==> config.mk <==
export PLATFORM = sky130hd
export DESIGN_NAME = ipi_lp_arbiter
export DESIGN_NICKNAME = d
export VERILOG_FILES = /design/src/rtl/ipi_arb_pkg.sv /design/src/rtl/ipi_apr_calc.sv /design/src/rtl/ipi_dest_decode.sv /design/src/rtl/ipi_lowest_pick.sv /design/src/rtl/ipi_lp_arbiter.sv
export SDC_FILE = /design/constraint.sdc
export NUM_CORES = 1
export LEC_CHECK = 0
export ABC_AREA = 1
export BUFFER_PORTS_ARGS = -buffer_cell sky130_fd_sc_hd__buf_2
export CORE_UTILIZATION = 48
export DETAILED_ROUTE_END_ITERATION = 6
export PLACE_DENSITY = 0.83
export REMOVE_ABC_BUFFERS = 1
export SETUP_SLACK_MARGIN = 0.15
export SLEW_MARGIN = 20
export SYNTH_ARGS = -nofsm -noshare
export SYNTH_HDL_FRONTEND = slang
export SYNTH_SLANG_ARGS = --single-unit
==> constraint.sdc <==
create_clock -name clk -period 1.45 [get_ports clk]
set_clock_uncertainty 0.05 [all_clocks]
set_input_delay 0.145 -clock clk [delete_from_list [all_inputs] [get_ports clk]]
set_output_delay 0.145 -clock clk [all_outputs]
set_load 0.01 [all_outputs]
==> src/rtl/ipi_arb_pkg.sv <==
package ipi_arb_pkg;
  localparam int unsigned PRIO_W = 8;
  localparam int unsigned WORD_W = 32;

  typedef enum logic [1:0] {
    SH_NONE   = 2'b00,
    SH_SELF   = 2'b01,
    SH_OTHERS = 2'b10,
    SH_ALL    = 2'b11
  } shorthand_e;
endpackage

==> src/rtl/ipi_apr_calc.sv <==
module ipi_apr_calc
  import ipi_arb_pkg::*;
(
  input  logic [PRIO_W-1:0] tpr_i,
  input  logic [PRIO_W-1:0] isr_i,
  input  logic [PRIO_W-1:0] irr_i,
  output logic [PRIO_W-1:0] apr_o
);
  logic [3:0] tcls, scls, rcls, masked;

  always_comb begin
    tcls   = tpr_i[7:4];
    scls   = isr_i[7:4];
    rcls   = irr_i[7:4];
    masked = tcls & scls;
    if ((tcls >= rcls) && (tcls > scls)) begin
      apr_o = tpr_i;
    end else if (masked > rcls) begin
      apr_o = {masked, 4'h0};
    end else begin
      apr_o = {rcls, 4'h0};
    end
  end
endmodule

==> src/rtl/ipi_dest_decode.sv <==
module ipi_dest_decode
  import ipi_arb_pkg::*;
#(
  parameter int unsigned NUM_AGENTS = 4,
  parameter int unsigned ID_W       = 2
) (
  input  logic [ID_W-1:0]       src_id_i,
  input  logic [1:0]            shorthand_i,
  input  logic [NUM_AGENTS-1:0] mask_i,
  output logic [NUM_AGENTS-1:0] cand_o
);
  logic [NUM_AGENTS-1:0] self_vec;

  always_comb begin
    for (int i = 0; i < NUM_AGENTS; i++) begin
      self_vec[i] = (src_id_i == ID_W'(i));
    end
  end

  always_comb begin
    unique case (shorthand_e'(shorthand_i))
      SH_SELF:   cand_o = self_vec;
      SH_OTHERS: cand_o = ~self_vec;
      SH_ALL:    cand_o = '1;
      default:   cand_o = mask_i;
    endcase
  end
endmodule

==> src/rtl/ipi_lowest_pick.sv <==
module ipi_lowest_pick
  import ipi_arb_pkg::*;
#(
  parameter int unsigned NUM_AGENTS = 4
) (
  input  logic [NUM_AGENTS-1:0]             cand_i,
  input  logic [NUM_AGENTS-1:0][PRIO_W-1:0] apr_i,
  output logic [NUM_AGENTS-1:0]             pick_o
);
  logic [PRIO_W-1:0]     best;
  logic                  found;
  logic [NUM_AGENTS-1:0] sel;

  // Linear scan; a strict compare keeps the lowest index on a tie.
  always_comb begin
    best  = '1;
    found = 1'b0;
    sel   = '0;
    for (int i = 0; i < NUM_AGENTS; i++) begin
      if (cand_i[i] && (!found || (apr_i[i] < best))) begin
        found  = 1'b1;
        best   = apr_i[i];
        sel    = '0;
        sel[i] = 1'b1;
      end
    end
    pick_o = sel;
  end
endmodule

==> src/rtl/ipi_lp_arbiter.sv <==
module ipi_lp_arbiter
  import ipi_arb_pkg::*;
#(
  parameter int unsigned NUM_AGENTS = 4,
  localparam int unsigned ID_W = (NUM_AGENTS > 1) ? $clog2(NUM_AGENTS) : 1
) (
  input  logic                         clk,
  input  logic                         rst_n,
  input  logic                         req_i,
  input  logic [ID_W-1:0]              src_id_i,
  input  logic [1:0]                   shorthand_i,
  input  logic                         lowest_mode_i,
  input  logic [NUM_AGENTS-1:0]        dest_mask_i,
  input  logic [NUM_AGENTS*PRIO_W-1:0] task_prio_i,
  input  logic [NUM_AGENTS*PRIO_W-1:0] isr_vec_i,
  input  logic [NUM_AGENTS*PRIO_W-1:0] irr_vec_i,
  output logic [NUM_AGENTS-1:0]        tgt_o,
  output logic                         tgt_valid_o,
  output logic                         no_tgt_o,
  output logic [NUM_AGENTS*WORD_W-1:0] apr_word_o
);
  // Reset: asserted asynchronously, released on a clock edge.
  logic rst_meta_n, rst_sync_n;

  always_ff @(posedge clk or negedge rst_n) begin
    if (!rst_n) begin
      rst_meta_n <= 1'b0;
      rst_sync_n <= 1'b0;
    end else begin
      rst_meta_n <= 1'b1;
      rst_sync_n <= rst_meta_n;
    end
  end

  // Per-agent arbitration priority
  logic [NUM_AGENTS-1:0][PRIO_W-1:0] apr_now;

  for (genvar g = 0; g < NUM_AGENTS; g++) begin : g_apr
    ipi_apr_calc u_calc (
      .tpr_i (task_prio_i[g*PRIO_W +: PRIO_W]),
      .isr_i (isr_vec_i[g*PRIO_W +: PRIO_W]),
      .irr_i (irr_vec_i[g*PRIO_W +: PRIO_W]),
      .apr_o (apr_now[g])
    );
  end

  // Candidates and winner
  logic [NUM_AGENTS-1:0] cand, pick;

  ipi_dest_decode #(.NUM_AGENTS(NUM_AGENTS), .ID_W(ID_W)) u_dec (
    .src_id_i    (src_id_i),
    .shorthand_i (shorthand_i),
    .mask_i      (dest_mask_i),
    .cand_o      (cand)
  );

  ipi_lowest_pick #(.NUM_AGENTS(NUM_AGENTS)) u_pick (
    .cand_i (cand),
    .apr_i  (apr_now),
    .pick_o (pick)
  );

  // Next state
  logic [NUM_AGENTS-1:0]             tgt_d, tgt_q;
  logic                              valid_d, valid_q, none_d, none_q, apr_en;
  logic [NUM_AGENTS-1:0][PRIO_W-1:0] apr_q;

  always_comb begin
    valid_d = req_i;
    apr_en  = req_i;
    none_d  = req_i && (cand == '0);
    if (!req_i) begin
      tgt_d = '0;
    end else if (lowest_mode_i) begin
      tgt_d = pick;
    end else begin
      tgt_d = cand;
    end
  end

  // Registers
  always_ff @(posedge clk or negedge rst_sync_n) begin
    if (!rst_sync_n) begin
      valid_q <= 1'b0;
      none_q  <= 1'b0;
      tgt_q   <= '0;
      apr_q   <= '0;
    end else begin
      valid_q <= valid_d;
      none_q  <= none_d;
      tgt_q   <= tgt_d;
      if (apr_en) begin
        apr_q <= apr_now;
      end
    end
  end

  assign tgt_o       = tgt_q;
  assign tgt_valid_o = valid_q;
  assign no_tgt_o    = none_q;

  for (genvar g = 0; g < NUM_AGENTS; g++) begin : g_word
    assign apr_word_o[g*WORD_W +: WORD_W] = {{(WORD_W-PRIO_W){1'b0}}, apr_q[g]};
  end
endmodule

==> results of run 1 <==
## cells by family after synthesis
group,after synthesis,share of synthesized area [%]
AO/OA/AOI/OAI,115,13.6
adder cells (fa/ha/maj),85,22.0
buffers and inverters,195,22.7
flip-flops,40,20.7
other,2,0.155
AND/OR/NAND/NOR,243,20.9
## timing repair
action | in CTS | in global routing
endpoints found under the hold margin | 2 | 0
hold buffers | 1 | 0
endpoints found under the setup margin | 34 | 37
pin swaps | 77 | 77
gates cloned | 2 | 0
setup buffers | 49 | 22
gates resized for setup | 276 | 161
## sequential cells by signal, indices dropped and copies added, names as in the netlist
name and flops:
apr_word_o 32, no_tgt_o 1, rst_meta_n 1, rst_sync_n 1, tgt_o 4, tgt_valid_o 1
## layer usage
| layer | wire length, um | share of wire, % | GRT usage (%) |
|---|---|---|---|
| met5 | 0 | 0 | 0 |
| met4 | 2080 | 8.9 | 22.1 |
| met3 | 2630 | 11 | 5.95 |
| met2 | 10600 | 46 | 62.2 |
| met1 | 7960 | 34 | 37.8 |
## Yosys cell counts
cell	instances
sky130_fd_sc_hd__a211oi_1	3
sky130_fd_sc_hd__a21oi_1	37
sky130_fd_sc_hd__a21oi_2	2
sky130_fd_sc_hd__a21oi_4	1
sky130_fd_sc_hd__a22oi_1	1
sky130_fd_sc_hd__a31oi_1	3
sky130_fd_sc_hd__a41oi_1	2
sky130_fd_sc_hd__and2_1	1
sky130_fd_sc_hd__buf_4	96
sky130_fd_sc_hd__clkbuf_1	10
sky130_fd_sc_hd__conb_1	2
sky130_fd_sc_hd__dfrtp_1	40
sky130_fd_sc_hd__dlygate4sd1_1	1
sky130_fd_sc_hd__ha_1	85
sky130_fd_sc_hd__inv_1	85
sky130_fd_sc_hd__inv_2	3
sky130_fd_sc_hd__nand2_1	169
sky130_fd_sc_hd__nand2_2	8
sky130_fd_sc_hd__nand2_4	2
sky130_fd_sc_hd__nand3_1	11
sky130_fd_sc_hd__nand3_2	2
sky130_fd_sc_hd__nand3_4	1
sky130_fd_sc_hd__nand4_1	4
sky130_fd_sc_hd__nor2_1	42
sky130_fd_sc_hd__nor2_2	1
sky130_fd_sc_hd__nor2_4	1
sky130_fd_sc_hd__nor3_1	1
sky130_fd_sc_hd__o211ai_1	10
sky130_fd_sc_hd__o211ai_2	1
sky130_fd_sc_hd__o21ai_0	42
sky130_fd_sc_hd__o21ai_1	10
sky130_fd_sc_hd__o21ai_2	1
sky130_fd_sc_hd__o21bai_1	2
## through the flow
| step | util [%] | power [mW] | std cells | worst slack [ns] |
|---|---|---|---|---|
| 3_5_place_dp | 60.2 | 3.82 | 1009 | -3.81 |
| 2_1_floorplan | - | 2.77 | 668 | -3.16 |
| 3_3_place_gp | 60.2 | 3.74 | 1009 | -3.65 |
| 4_1_cts | 76.6 | 5.74 | 1069 | -3.20 |
| 5_1_grt | 85.0 | 7.48 | 1091 | -4.32 |
| 6_report | 85.0 | 7.25 | 1091 | -4.05 |
## report_power, final
group	switching (mW)	leakage, nW	internal (mW)
combinational	2.69	3.75	2.11
clock	0.484	0.0645	0.609
sequential	0.109	0.510	1.25
## cell type report
| type | instances | area (um^2) |
|---|---|---|
| multi-input cells | 542 | 4440 |
| repair buffers | 280 | 2200 |
| fillers | 462 | 1470 |
| flip-flops and latches | 40 | 1000 |
| inverters | 88 | 370 |
| well taps | 133 | 166 |
| clock buffers | 7 | 96.3 |
| clock inverters | 1 | 30.0 |
## path summary, 6_finish.rpt
check / cells past startpoint / from / to / slack (ns)
setup reg to reg: 2 / apr_word_o[101] / apr_word_o[101] / 0.61
max in group asynchronous: 1 / rst_sync_n / apr_word_o[66] / 0.73
setup / recovery: 43 / task_prio_i[4] / tgt_o[1] / -4.05
hold reg to reg: 0 / rst_sync_n / no_tgt_o / 0.15
min in group asynchronous: 2 / rst_n / rst_sync_n / 0.10
hold / removal: 2 / lowest_mode_i / tgt_o[0] / 0.06
==> results, run 1 <==
- The worst-case hold slack is 0.0609 ns.
- The number of antenna violations at the first check in global routing was 0.
- The floorplan step set the die width to 102 um.
- The final estimated routing congestion in global placement is 0.905.
- The root buffer cell is sky130_fd_sc_hd__clkbuf_8.
- The antenna diode instance count is 0.
- The placed wire-length estimate is 9430 um.
- The worst setup path is of the input port to flip-flop kind.
- The top cell types in the final layout, fill and taps aside, are sky130_fd_sc_hd__buf_4, sky130_fd_sc_hd__nand2_1, sky130_fd_sc_hd__conb_1.
- The core outline area is 9770 um^2.
- Clock-pin slew was measured on the worst setup and hold paths at 0.08 ns.
- A synthesized cell averages 7.11 um^2.
- The clock passes through at most 2 buffers.
- The clock net in this run drives a total of 40 sinks.
- The checks that failed: design-rule violations, negative setup slack.
- Counting every instance in the synthesized netlist gives 680.
- Dividing the detail-routed via count by the number of cells gives 5.80.
- The via count of the first global-routing pass came to 5817.
- In the post-route analysis, the smallest setup slack over all paths is -4.05 ns.
- The cell seen most often among critical-path stages is sky130_fd_sc_hd__nand2_2.
- The number of CTS-inserted buffers is 5.
- The number of synthesized register bits is 40.
- After layout, the minimum clock period comes to 5.50 ns.
- Summed over all layers, the global routing overflow is 0.
- The routed layout has 6323 vias.
- Power spread over the standard cell area amounts to 873 nW/um^2.
- The biggest cell delay along the critical path is 0.30 ns.
- The area growth from synthesis to layout is 71.7%.
- After synthesis, the cell types taking the most area are sky130_fd_sc_hd__ha_1, sky130_fd_sc_hd__dfrtp_1, sky130_fd_sc_hd__buf_4, sky130_fd_sc_hd__nand2_1, sky130_fd_sc_hd__inv_1.
- The global routing usage summed across all routing layers is 34.7%.
- After detailed routing, the number of remaining DRC violations is 2.
- The maximum frequency from static timing analysis is 0.182 GHz.
- The later pin in the worst-skew pair is clocked with a latency of 0.30 ns.
- The vertical die dimension is 102 um.
- The effective utilization at floorplan is 49.5%.
- The worst setup path is captured at a flip-flop.
- The area enclosed by the die boundary is 10500 um^2.
- The total I/O pin count is 242.
- The final-stage net count is 1150.
- The number of DRC markers after the initial detailed-route iteration is 722.
- The path class of the tightest hold or removal check is input port to flip-flop.
- The cell row count is 36.
- The largest fanout of any net on the critical path is 8.
- The peak ir drop on the vdd network is 0.450 mV.
- sky130_fd_sc_hd__ha_1 takes more of the synthesized area than any other cell.
- Yosys printed 0 warnings.
- The maximum level of the CTS H-tree is 2.
- After synthesis, the netlist uses 33 different library cells.
- Once placement finished, the instance area stood at 5890 um^2.
- Of the post-synthesis cell area, the dominant cell type holds 22.0%.
- The sequential share of the synthesized area is 20.7%.
- The part of the cycle the worst path needs is 379%.
- The first global-routing pass estimated 27800 um of wire.
- The cell area that synthesis handed to floorplanning was 4840 um^2.
- Leaving out fill and tap cells, the most frequent cell in the layout is sky130_fd_sc_hd__buf_4.
- Cells with a size suffix above 1 make up 55.7% of the layout.
- The count of input and output buffers is 113.
- The count of nets left with antenna violations once routing finished came out at 0.
- Together, buffers and inverters on the worst path number 5.
- The hold violation total from the final report is 0.
- The detailed-route wire length per cell is 21.4 um.
- The first-pass detailed-route iteration total is 7.
- The total length of routed wires is 23300 um.
- The count of pins over their slew limit is 0.
- The tool flagged a number of max-cap violations equal to 0.
- The kind of cell adding the most delay to the critical path is simple AND/OR/NAND/NOR gates.
- STA puts the critical path data arrival time at 5.63 ns.
- The CTS tree is yes.
- The critical-path cell with the highest stage delay is sky130_fd_sc_hd__ha_4.
- The setup violation total in the final timing report is 29.
- The required time at the endpoint of the critical path is 1.58 ns.
- Entering global routing, the biggest net connects 32 pins.
- The category of the worst setup path launch point is an input port.
- Setup repair after global routing could not meet its margin everywhere.
- The total negative setup slack is -20.13 ns.
- The finished cells cover 8310 um^2.
- For this design the static power due to leakage is 4.32 nW.
- The run finished, with violations left.
No activity file was read; power rests on OpenSTA's default activity.
==> inputs of run 2 (changes only) <==
--- a/config.mk
+++ b/config.mk
@@ -9,6 +9,7 @@
 export BUFFER_PORTS_ARGS = -buffer_cell sky130_fd_sc_hd__buf_2
 export CORE_UTILIZATION = 48
 export DETAILED_ROUTE_END_ITERATION = 6
+export MAX_ROUTING_LAYER = met4
 export PLACE_DENSITY = 0.83
 export REMOVE_ABC_BUFFERS = 1
 export SETUP_SLACK_MARGIN = 0.15
@@ -16,3 +17,4 @@
 export SYNTH_ARGS = -nofsm -noshare
 export SYNTH_HDL_FRONTEND = slang
 export SYNTH_SLANG_ARGS = --single-unit
+export TNS_END_PERCENT = 10
==> results, run 2 (synthesis gave the netlist of run 1 again) <==
- The share of post-route cells with drive strength above 1 is 46.1% (-9.6 points).
- On the critical path, the stage with the largest delay is an instance of sky130_fd_sc_hd__ha_1.
- The CTS tree is yes.
- The kind of end point of the critical path is a flip-flop.
- The kind of path behind the tightest hold check is input port to flip-flop.
- The part of the power in combinational logic is 64.4% (-1.8 points).
- Leaving out fill and tap cells, the most frequent cells in the layout are sky130_fd_sc_hd__nand2_1, sky130_fd_sc_hd__buf_4, sky130_fd_sc_hd__buf_2.
- The detailed-route wire length per cell was 18.3 um (-14%).
- The final cell utilization of the core is 74.6% (-10 points).
- The detailed-route DRC error count is 0 (-2).
- The part of the cycle the worst path needs came to 370% (-9.4 points).
- The floorplan die width came to 102 um (unchanged).
- The placed instance count is 1009 (unchanged).
- The total negative setup slack is -19.02 ns (+1.11 ns).
- The pin count of the biggest net entering global routing is 32 (unchanged).
- The critical path is of the input port to flip-flop type.
- The total I/O pin count was 242 (unchanged).
- Relative to the synthesized area, the layout overhead comes to 50.8%.
- The number of buffer and inverter instances along the worst setup path is 7 (+2).
- The cell sitting at the root of the clock tree is a sky130_fd_sc_hd__clkbuf_8.
- The first-pass detailed-route iteration total is 5 (-2).
- The antenna diode instance count is 0 (unchanged).
- The maximum frequency from static timing analysis is 0.186 GHz (+2.5%).
- The effective utilization at floorplan is 49.5% (unchanged).
- The standard cell area after detailed placement is 5890 um^2 (unchanged).
- The run finished, with violations left.
- Setup repair after global routing could not meet its margin everywhere.
- The global routing usage summed across all routing layers came to 29.1% (-5.6 points).
- The checks that failed: negative setup slack.
- The first-pass GRT wire length came to 23300 um (-16%).
- The power per unit of standard cell area is 922 nW/um^2 (+5.6%).
- The maximum number of buffers from clock root to sink is 2 (unchanged).
- The endpoint of the worst hold path is tgt_o[0].
- The placement-stage worst setup slack came to -3.81 ns (unchanged).
- The via count normalized by instance count is 5.53 (-4.7%).
- Among cell families on the critical path, the largest total delay comes from simple AND/OR/NAND/NOR gates.
- The final-stage net count is 1124 (-2.3%).
- The vertical die dimension is 102 um (unchanged).
- The core outline area is 9770 um^2 (unchanged).
- The minimum setup slack among reg-to-reg paths is 0.59 ns (-0.02 ns).
- The maximum level of the CTS H-tree is 2 (unchanged).
- The placed wire-length estimate was 9430 um (unchanged).
- In this design, the critical path's most frequently occurring cell is sky130_fd_sc_hd__nand2_1.
- The number of antenna violations at the first check in global routing is 0 (unchanged).
- The worst-case reg-to-reg path depth is 2 (unchanged).
- The final period demand of the worst path was 5.37 ns (-0.136 ns).
- The area enclosed by the die boundary is 10500 um^2 (unchanged).
- The final estimated routing congestion in global placement is 0.921 (+1.7%).
- The number of DRC markers after the initial detailed-route iteration is 468 (-35%).
- The total internal power came to 3.76 mW (-5.2%).
- The total overflow reported by the global router was 0 (unchanged).
- The worst hold path cell count is 2 (unchanged).
- The static power due to leakage is 4.05 nW (-6.3%).
- The max-capacitance violation count is 0 (unchanged).
- The cell row count is 36 (unchanged).
- The clock share of power was 15.6% (+0.5 points).
- The peak ir drop on the vdd network was 0.484 mV (+7.7%).
- The endpoint identified for the worst register-to-register timing path is apr_word_o[102].
- The startpoint identified for the worst hold timing path is lowest_mode_i.
- The required time at the endpoint of the critical path was 1.63 ns (+0.05 ns).
- The biggest cell delay along the critical path is 0.33 ns (+0.03 ns).
- The count of input and output buffers is 113 (unchanged).
- The number of CTS-inserted buffers is 5 (unchanged).
- The insertion delay of the later-clocked pin in the worst-skew pair came to 0.30 ns (about the same).
- The register share of total power was 19.9% (+1.2 points).
- The via count of the first global-routing pass is 5088 (-13%).
- The clock-pin slew reported for the worst setup and hold paths after clock tree synthesis is 0.08 ns (about the same).
- The hold violation total from the final report came to 0 (unchanged).
- The setup violation total in the final timing report is 28 (-3.4%).
- The most frequent standard cell in the layout excluding fill and tap cells is sky130_fd_sc_hd__nand2_1.
- The post-layout instance area came to 7290 um^2 (-12%).
- The setup slack after layout is -3.92 ns (+0.136 ns).
- The proportion of total power due to net switching was 44.1% (-1.2 points).
- The total length of routed wires is 19500 um (-17%).
- STA classifies the critical path startpoint as an input port.
- The arrival time of data at the critical path endpoint is 5.55 ns (-0.08 ns).
- The total via count after detailed routing is 5885 (-6.9%).
- The count of pins over their slew limit is 0 (unchanged).
- The TritonCTS sink count was 40 (unchanged).
- The flip-flop count of the largest register, all copies and words added is 32 (unchanged).
- The startpoint of the most critical register-to-register path is apr_word_o[102].
- The largest fanout of any net on the critical path is 8 (unchanged).
- The switching power summed over all nets is 2.96 mW (-9.8%).
- The filler-free cell count of the finished design was 1065 (-2.4%).
- The final antenna-violating net count is 0 (unchanged).
run 2: worst max path at each step:
stage                          end  cells past startpoint             from
after floorplan           tgt_o[2]                     36  task_prio_i[13]
final                     tgt_o[1]                     44   task_prio_i[4]
after global placement    tgt_o[2]                     38   task_prio_i[5]
after global routing      tgt_o[3]                     42   task_prio_i[4]
after detailed placement  tgt_o[1]                     38   task_prio_i[5]
after CTS                 tgt_o[1]                     39   task_prio_i[5]
run 2: worst reg2reg max path, delay by kind of cell (launching register included):
family           cells  cell delay (ns)
AO/OA/AOI/OAI        1             0.26
flip-flops           1             0.38
AND/OR/NAND/NOR      1             0.07
run 2: power by group through the flow:
stage          clock [mW]  sequential, mW  combinational (mW)
2_1_floorplan           0            1.42                1.36
3_3_place_gp            0            1.35                2.39
3_5_place_dp            0            1.35                2.48
4_1_cts              1.02            1.33                3.01
5_1_grt              1.09            1.36                4.58
6_report             1.05            1.34                4.33
run 2: cell type report:
cell class	instances	area, um^2
sequential	40	1000
multi-input combinational	541	3930
fill	627	2480
clock buffer	7	96.3
tap	133	166
clock inverter	1	30.0
inverter	88	335
timing repair buffer	255	1730
run 2: stage by stage:
| stage | total power [mW] | hold WS, ns |
|---|---|---|
| floorplan | 2.77 | -0.201 |
| global placement | 3.74 | -0.119 |
| detailed placement | 3.82 | -0.119 |
| CTS | 5.36 | 0.0194 |
| global route | 7.03 | 0.0146 |
| finish | 6.72 | 0.0164 |
run 2: layer usage:
layer | wire length (um) | GRT usage (%) | part of all wire, %
met1 | 6990 | 32.5 | 36
met2 | 8980 | 48.6 | 46
met3 | 2040 | 5.75 | 10
met4 | 1450 | 16.6 | 7.5
met5 | 0 | - | 0
run 2: what timing repair did:
item,CTS,global route
cloned,1,0
hold endpoints to repair,2,0
setup endpoints to repair,34,37
pin swaps,40,48
gates resized for setup,122,112
buffers inserted,24,22
hold buffers,1,0
